===== src/rtl/txenc_pkg.sv =====
// txenc_pkg: constants and helper functions shared by the block encoder.
// Assumes eight byte lanes and the 7-bit lane code width of the line format.
package txenc_pkg;
    localparam int LANES   = 8;
    localparam int BYTE_W  = 8;
    localparam int CODE_W  = 7;
    localparam int TYPE_W  = 8;
    localparam int HDR_W   = 2;
    localparam int PAY_W   = LANES * BYTE_W;
    localparam int SOF_MID = LANES / 2;   // second legal start lane

    localparam logic [HDR_W-1:0] HDR_DATA = 2'b10;
    localparam logic [HDR_W-1:0] HDR_CTRL = 2'b01;

    // characters on the parallel side
    localparam logic [BYTE_W-1:0] CH_IDLE  = 8'h07;
    localparam logic [BYTE_W-1:0] CH_START = 8'hFB;
    localparam logic [BYTE_W-1:0] CH_TERM  = 8'hFD;
    localparam logic [BYTE_W-1:0] CH_ERR   = 8'hFE;

    // 7-bit lane codes on the line side
    localparam logic [CODE_W-1:0] LC_IDLE = 7'h00;
    localparam logic [CODE_W-1:0] LC_ERR  = 7'h1E;

    // block type codes
    localparam logic [TYPE_W-1:0] BT_CTRL = 8'h1E;
    localparam logic [TYPE_W-1:0] BT_SOF0 = 8'h78;
    localparam logic [TYPE_W-1:0] BT_SOF4 = 8'h33;

    localparam logic [PAY_W-1:0] IDLE_BLOCK = {{(PAY_W-TYPE_W){1'b0}}, BT_CTRL};

    // type byte for a frame end at lane k
    function automatic logic [TYPE_W-1:0] term_type(input int k);
        case (k)
            0:       return 8'h87;
            1:       return 8'h99;
            2:       return 8'hAA;
            3:       return 8'hB4;
            4:       return 8'hCC;
            5:       return 8'hD2;
            6:       return 8'hE1;
            default: return 8'hFF;
        endcase
    endfunction

    // bit position of lane j's 7-bit code inside a control payload
    function automatic int code_pos(input int j);
        return TYPE_W + CODE_W * j;
    endfunction

    // bit position of data lane i packed after the type byte
    function automatic int packed_pos(input int i);
        return TYPE_W + BYTE_W * i;
    endfunction

    // error block: every lane code set to the error code
    function automatic logic [PAY_W-1:0] err_block();
        logic [PAY_W-1:0] p;
        p = '0;
        p[TYPE_W-1:0] = BT_CTRL;
        for (int j = 0; j < LANES; j++) p[code_pos(j) +: CODE_W] = LC_ERR;
        return p;
    endfunction
endpackage


===== src/rtl/txenc_lane_sort.sv =====
// txenc_lane_sort: classifies each byte lane as data or as one of the known
// control characters, and gives the 7-bit code of idle/error lanes.
// Assumes the flag bit i belongs to byte lane i. Purely combinational.
module txenc_lane_sort
    import txenc_pkg::*;
(
    input  logic [PAY_W-1:0]        data_i,
    input  logic [LANES-1:0]        ctrl_i,
    output logic [LANES-1:0]        is_data_o,
    output logic [LANES-1:0]        is_fill_o,
    output logic [LANES-1:0]        is_start_o,
    output logic [LANES-1:0]        is_term_o,
    output logic [LANES*CODE_W-1:0] fill_code_o
);
    for (genvar g = 0; g < LANES; g++) begin : g_lane
        logic [BYTE_W-1:0] lane_b;
        logic              c_idle;
        logic              c_err;
        // pick the byte of this lane
        assign lane_b        = data_i[g*BYTE_W +: BYTE_W];
        assign c_idle        = ctrl_i[g] && (lane_b == CH_IDLE);
        assign c_err         = ctrl_i[g] && (lane_b == CH_ERR);
        assign is_data_o[g]  = !ctrl_i[g];
        assign is_fill_o[g]  = c_idle || c_err;
        assign is_start_o[g] = ctrl_i[g] && (lane_b == CH_START);
        assign is_term_o[g]  = ctrl_i[g] && (lane_b == CH_TERM);
        // lane code used when the lane is filler
        assign fill_code_o[g*CODE_W +: CODE_W] = c_err ? LC_ERR : LC_IDLE;
    end
endmodule


===== src/rtl/txenc_block_map.sv =====
// txenc_block_map: maps classified lanes onto a sync header and payload.
// Assumes lane classes from txenc_lane_sort. Purely combinational, no state.
module txenc_block_map
    import txenc_pkg::*;
(
    input  logic [PAY_W-1:0]        data_i,
    input  logic [LANES-1:0]        is_data_i,
    input  logic [LANES-1:0]        is_fill_i,
    input  logic [LANES-1:0]        is_start_i,
    input  logic [LANES-1:0]        is_term_i,
    input  logic [LANES*CODE_W-1:0] fill_code_i,
    output logic [HDR_W-1:0]        hdr_o,
    output logic [PAY_W-1:0]        pay_o
);
    localparam logic [LANES-1:0] SOF_OK = LANES'((1 << 0) | (1 << SOF_MID));
    localparam logic [LANES-1:0] MID_LO = LANES'((1 << SOF_MID) - 1);
    localparam logic [LANES-1:0] MID_HI = ~LANES'((2 << SOF_MID) - 1);

    logic [LANES-1:0] term_hit;
    logic             stray_start;
    logic             sof_lo;
    logic             sof_mid;

    // a start outside the two legal lanes can never be encoded
    assign stray_start = |(is_start_i & ~SOF_OK);
    assign sof_lo  = !stray_start && is_start_i[0] && (&is_data_i[LANES-1:1]);
    assign sof_mid = !stray_start && is_start_i[SOF_MID]
                     && ((is_fill_i & MID_LO) == MID_LO)
                     && ((is_data_i & MID_HI) == MID_HI);

    // frame-end legality for each lane position
    for (genvar k = 0; k < LANES; k++) begin : g_term
        localparam logic [LANES-1:0] LO = LANES'((1 << k) - 1);
        localparam logic [LANES-1:0] HI = ~LANES'((2 << k) - 1);
        assign term_hit[k] = is_term_i[k]
                             && ((is_data_i & LO) == LO)
                             && ((is_fill_i & HI) == HI);
    end

    // choose the block layout; falls back to the error block
    always_comb begin
        hdr_o = HDR_CTRL;
        pay_o = err_block();
        if (&is_data_i) begin
            hdr_o = HDR_DATA;
            pay_o = data_i;
        end else if (&is_fill_i) begin
            pay_o = '0;
            pay_o[TYPE_W-1:0] = BT_CTRL;
            for (int j = 0; j < LANES; j++)
                pay_o[code_pos(j) +: CODE_W] = fill_code_i[j*CODE_W +: CODE_W];
        end else if (sof_lo) begin
            pay_o = data_i;
            pay_o[TYPE_W-1:0] = BT_SOF0;
        end else if (sof_mid) begin
            pay_o = '0;
            pay_o[TYPE_W-1:0] = BT_SOF4;
            for (int j = 0; j < SOF_MID; j++)
                pay_o[code_pos(j) +: CODE_W] = fill_code_i[j*CODE_W +: CODE_W];
            for (int i = SOF_MID + 1; i < LANES; i++)
                pay_o[i*BYTE_W +: BYTE_W] = data_i[i*BYTE_W +: BYTE_W];
        end else if (|term_hit) begin
            pay_o = '0;
            for (int k = 0; k < LANES; k++) begin
                if (term_hit[k]) begin
                    pay_o[TYPE_W-1:0] = term_type(k);
                    for (int i = 0; i < LANES; i++) begin
                        if (i < k)
                            pay_o[packed_pos(i) +: BYTE_W] = data_i[i*BYTE_W +: BYTE_W];
                        else if (i > k)
                            pay_o[code_pos(i) +: CODE_W] = fill_code_i[i*CODE_W +: CODE_W];
                    end
                end
            end
        end
    end
endmodule


===== src/rtl/txenc_out_reg.sv =====
// txenc_out_reg: single output register stage with valid strobe.
// Loads a new block only when the input strobe is high, otherwise holds.
module txenc_out_reg
    import txenc_pkg::*;
(
    input  logic             clk,
    input  logic             rst_n,
    input  logic             vld_i,
    input  logic [HDR_W-1:0] hdr_i,
    input  logic [PAY_W-1:0] pay_i,
    output logic             vld_o,
    output logic [HDR_W-1:0] hdr_o,
    output logic [PAY_W-1:0] pay_o
);
    // register the block; reset shows an idle control block
    always_ff @(posedge clk) begin
        if (!rst_n) begin
            vld_o <= 1'b0;
            hdr_o <= HDR_CTRL;
            pay_o <= IDLE_BLOCK;
        end else begin
            vld_o <= vld_i;
            if (vld_i) begin
                hdr_o <= hdr_i;
                pay_o <= pay_i;
            end
        end
    end
endmodule


===== src/rtl/tx_block_encoder.sv =====
// tx_block_encoder: one parallel transfer in, one 66-bit line block out,
// one clock later. Assumes one transfer per clock; keeps no inter-block state.
module tx_block_encoder
    import txenc_pkg::*;
(
    input  logic             clk,
    input  logic             rst_n,
    input  logic             in_valid,
    input  logic [63:0]      xg_data,
    input  logic [7:0]       xg_ctrl,
    output logic             out_valid,
    output logic [1:0]       out_hdr,
    output logic [63:0]      out_payload
);
    logic [LANES-1:0]        is_data;
    logic [LANES-1:0]        is_fill;
    logic [LANES-1:0]        is_start;
    logic [LANES-1:0]        is_term;
    logic [LANES*CODE_W-1:0] fill_code;
    logic [HDR_W-1:0]        blk_hdr;
    logic [PAY_W-1:0]        blk_pay;

    txenc_lane_sort u_sort (
        .data_i      (xg_data),
        .ctrl_i      (xg_ctrl),
        .is_data_o   (is_data),
        .is_fill_o   (is_fill),
        .is_start_o  (is_start),
        .is_term_o   (is_term),
        .fill_code_o (fill_code)
    );

    txenc_block_map u_map (
        .data_i      (xg_data),
        .is_data_i   (is_data),
        .is_fill_i   (is_fill),
        .is_start_i  (is_start),
        .is_term_i   (is_term),
        .fill_code_i (fill_code),
        .hdr_o       (blk_hdr),
        .pay_o       (blk_pay)
    );

    txenc_out_reg u_oreg (
        .clk   (clk),
        .rst_n (rst_n),
        .vld_i (in_valid),
        .hdr_i (blk_hdr),
        .pay_i (blk_pay),
        .vld_o (out_valid),
        .hdr_o (out_hdr),
        .pay_o (out_payload)
    );
endmodule


===== config.mk =====
export PLATFORM = sky130hd
export DESIGN_NAME = tx_block_encoder
export DESIGN_NICKNAME = d
export VERILOG_FILES = /design/src/rtl/txenc_pkg.sv /design/src/rtl/txenc_lane_sort.sv /design/src/rtl/txenc_block_map.sv /design/src/rtl/txenc_out_reg.sv /design/src/rtl/tx_block_encoder.sv
export SDC_FILE = /design/constraint.sdc
export NUM_CORES = 1
export LEC_CHECK = 0
export ABC_AREA = 1
export CORE_UTILIZATION = 42
export CTS_BUF_LIST = sky130_fd_sc_hd__clkbuf_8
export DETAILED_ROUTE_END_ITERATION = 8
export DONT_BUFFER_PORTS = 1
export GPL_TIMING_DRIVEN = 0
export PLACE_DENSITY = 0.55
export SETUP_SLACK_MARGIN = 0.4
export SLEW_MARGIN = 15
export SYNTH_ARGS = -nofsm -noshare
export SYNTH_HDL_FRONTEND = slang
export SYNTH_SLANG_ARGS = --single-unit

===== constraint.sdc =====
create_clock -name clk -period 2 [get_ports clk]
set_input_delay 0.5 -clock clk [delete_from_list [all_inputs] [get_ports clk]]
set_output_delay 0.5 -clock clk [all_outputs]
set_load 0.005 [all_outputs]

==> out/results.txt <==
Yosys cell types -> 34
Tot GR Track Use -> 0.345
Initial antenna violation count -> 0
Max-slew violation count -> 0
Setup crit end kind -> flop
DR vias -> 6,419
Syn nets -> 913
Pin count of the biggest net entering global routing -> 14
Num rows -> 39
Worst setup path category -> in -> reg
Number of hold buffers added after cts -> 0
Io pins -> 142
Syn avg cell area -> 5.93 um2
Hold EP -> u_oreg.vld_o$_SDFF_PN0_
Detailed router's first-iteration violation count -> 556
Share of layout cells above drive strength 1 -> 0.325
Worst slew pin tran -> 784 ps
Hold WS -> 234 ps
Clock Latency Late Sink -> 360 ps
Critical-path maximum fanout -> 7
Initial Util -> 0.433
Grt ovf -> 0
Worst Setup Start Kind -> input port
Internal reg-to-reg setup slack -> 1050 ps
Number of inserted diodes -> 0
DIE AREA -> 0.0123 mm2
GP Congestion -> 0.868
Yosys warns -> 0
FMAX -> 540 MHz
Period utilisation layout -> 0.927
Post-synthesis sequential area ratio -> 0.270
Final setup viols -> 0
Dpl hpwl -> 15,700 um
CTS tree -> built
Pre-antenna DRT Iters -> 5
Reg2Reg Depth -> 4
Met2 usage -> 0.568
Ys async rst share -> 0
Core area -> 0.0115 mm2
Root buf cell -> clkbuf_8
Pre-CTS setup slack -> -711 ps
Vias in the first global route -> 6,072
Final #Nets -> 988
R2r startpoint -> u_oreg.pay_o[38]$_SDFFE_PN0P_
Routed wire per std cell -> 21.6 um
Max IR drop VDD -> 379 uV
Final Instance Area -> 0.00710 mm2
Post-DR vias/cell -> 6.05
Post-Route WL -> 22,900 um
Post-route DRC -> 0
Max-cap viol count -> 0
Normalized max-slew margin -> 0.477
Cells after Synth -> 838
CP Data Arrival Time -> 2120 ps
Status -> complete, no violations
Port buffer count -> 0
FILL cells -> 1,076
Seq cells post-synth -> 67
Sink Count -> 67
Final Hold Fails -> 0
Min-delay src -> in_valid
Worst path required time -> 2260 ps
Antenna Nets Post-Route -> 0
Hold Crit Class -> in -> reg
Met1 Use GR -> 0.405
Total CTS buffers -> 9
Tmin final -> 1850 ps
Worst Clk Skew -> 0 ps
P per Cell Area -> 469 mW/mm2
Hold Path Stages -> 2
Synth Flop Type -> dfxtp_1
GR peak layer -> met2
Post-route core utilization -> 0.619
H-tree Lvls -> 3
RSZ-0062 raised after global routing -> yes
Dpl cell area -> 0.00525 mm2
Cell area after synthesis -> 0.00497 mm2
FF-to-FF End -> u_oreg.pay_o[38]$_SDFFE_PN0P_
First-pass GRT wire length -> 32,800 um
Met3 usage -> 0.0946
Leak -> 0.00322 uW
Die height -> 111 um
Clk slew on worst S/H paths -> 80 ps
Clock Tree Buf Depth -> 2
Post-synth EDFFs -> 0
Die Wd -> 111 um
Area grow syn2layout -> 42.8%
Final worst slack -> 147 ps
[placed cells by master (no fill, tap or decap), drive strengths merged, types with 7 or more instances in the layout]
master,count
nand2,263
inv,99
nor2,87
a21oi,80
buf,75
nand3,70
dfxtp,67
o21ai,39
clkbuf,29
o211ai,25
nor3,23
nand4,16
a31oi,14
clkinv,7
[power by group]
| group | internal, uW | total, uW | switching [uW] |
|---|---|---|---|
| clock network | 840 | 1460 | 616 |
| logic | 167 | 450 | 283 |
| registers | 1380 | 1420 | 39.0 |
[cell type report]
| class | instances | area [um2] | area share |
|---|---|---|---|
| buffer | 34 | 312 | 0.0439 |
| multi-input combinational | 634 | 3860 | 0.544 |
| sequential | 67 | 1340 | 0.189 |
| tap | 143 | 179 | 0.0252 |
| clock inverter | 7 | 121 | 0.0171 |
| clock buffer | 9 | 124 | 0.0174 |
| timing repair buffer | 62 | 629 | 0.0887 |
| inverter | 105 | 531 | 0.0747 |
[layer usage]
layer / vias up / routed length (um) / part of all wire
met5: - / 0 / 0
li1: 2916 / - / -
met2: 352 / 10800 / 0.47
met3: 89 / 2070 / 0.090
met1: 3062 / 8740 / 0.38
met4: 0 / 1330 / 0.058
[how the worst max path moves through the flow]
stage,startpoint,to,slack [ps],depth (start not counted)
after global placement,xg_ctrl[1],u_oreg.pay_o[60]$_SDFFE_PN0P_,-680,10
after floorplan,xg_data[56],u_oreg.pay_o[37]$_SDFFE_PN0P_,30,17
after CTS,xg_data[59],u_oreg.pay_o[59]$_SDFFE_PN0P_,200,15
after detailed placement,xg_ctrl[1],u_oreg.pay_o[32]$_SDFFE_PN0P_,-710,10
after global routing,xg_data[21],u_oreg.pay_o[44]$_SDFFE_PN0P_,80,13
final,xg_ctrl[7],u_oreg.pay_o[43]$_SDFFE_PN0P_,150,13
[cells in the mapped netlist, types with 2 or more instances]
library cell | instances | area share
clkbuf_1 | 18 | 0.014
o21ai_0 | 32 | 0.032
a21boi_0 | 4 | 0.0060
nand2_2 | 6 | 0.0076
o211ai_1 | 25 | 0.038
dfxtp_1 | 67 | 0.27
a41oi_1 | 2 | 0.0035
nor2_1 | 72 | 0.054
inv_1 | 96 | 0.072
clkinv_1 | 2 | 0.0015
a21oi_1 | 79 | 0.080
nor2_4 | 5 | 0.011
nand3_2 | 5 | 0.010
nand2_1 | 248 | 0.19
buf_6 | 6 | 0.014
o21ai_1 | 7 | 0.0070
nand2_4 | 7 | 0.016
nand3b_1 | 2 | 0.0030
nand3_1 | 65 | 0.065
a31oi_1 | 14 | 0.018
nor3_1 | 23 | 0.023
nor2_2 | 8 | 0.010
inv_2 | 7 | 0.0053
buf_2 | 10 | 0.010
nand4_1 | 16 | 0.020
o22ai_1 | 4 | 0.0050
[critical path, cell delays in order]
cell and delay [ps]:
nor2_1 100, nand2_1 70, inv_2 140, nand2_1 80
nor3_2 370, nand2_4 170, nand2_8 140, nor2_4 90
buf_6 140, nand3_2 70, nand3_2 70, o21ai_1 120
inv_1 50
[through the flow]
stage | total power [uW] | cells | TNS (ps)
final | 3330 | 1061 | 0
after global routing | 3440 | 1061 | 0
after CTS | 3260 | 1040 | 0
after detailed placement | 1790 | 981 | -32370
after global placement | 1780 | 981 | -32960
after floorplan | 1690 | 838 | 0
[cells by family after synthesis]
family | share of synthesized area
flops | 0.270
compound gates | 0.192
buf+inv | 0.117
simple gates | 0.421
[sequential cells by signal, indices dropped and copies added, names as in the netlist]
| signal | flops |
|---|---|
| u_oreg.pay_o | 64 |
| u_oreg.hdr_o | 2 |
| u_oreg.vld_o | 1 |
[what timing repair did]
item                       CTS  global route
resized for setup          120           160
pin swaps                   56            88
buffers inserted            38            19
cloned                       5             2
setup endpoints to repair   64            64
No activity file was read; power rests on OpenSTA's default activity.
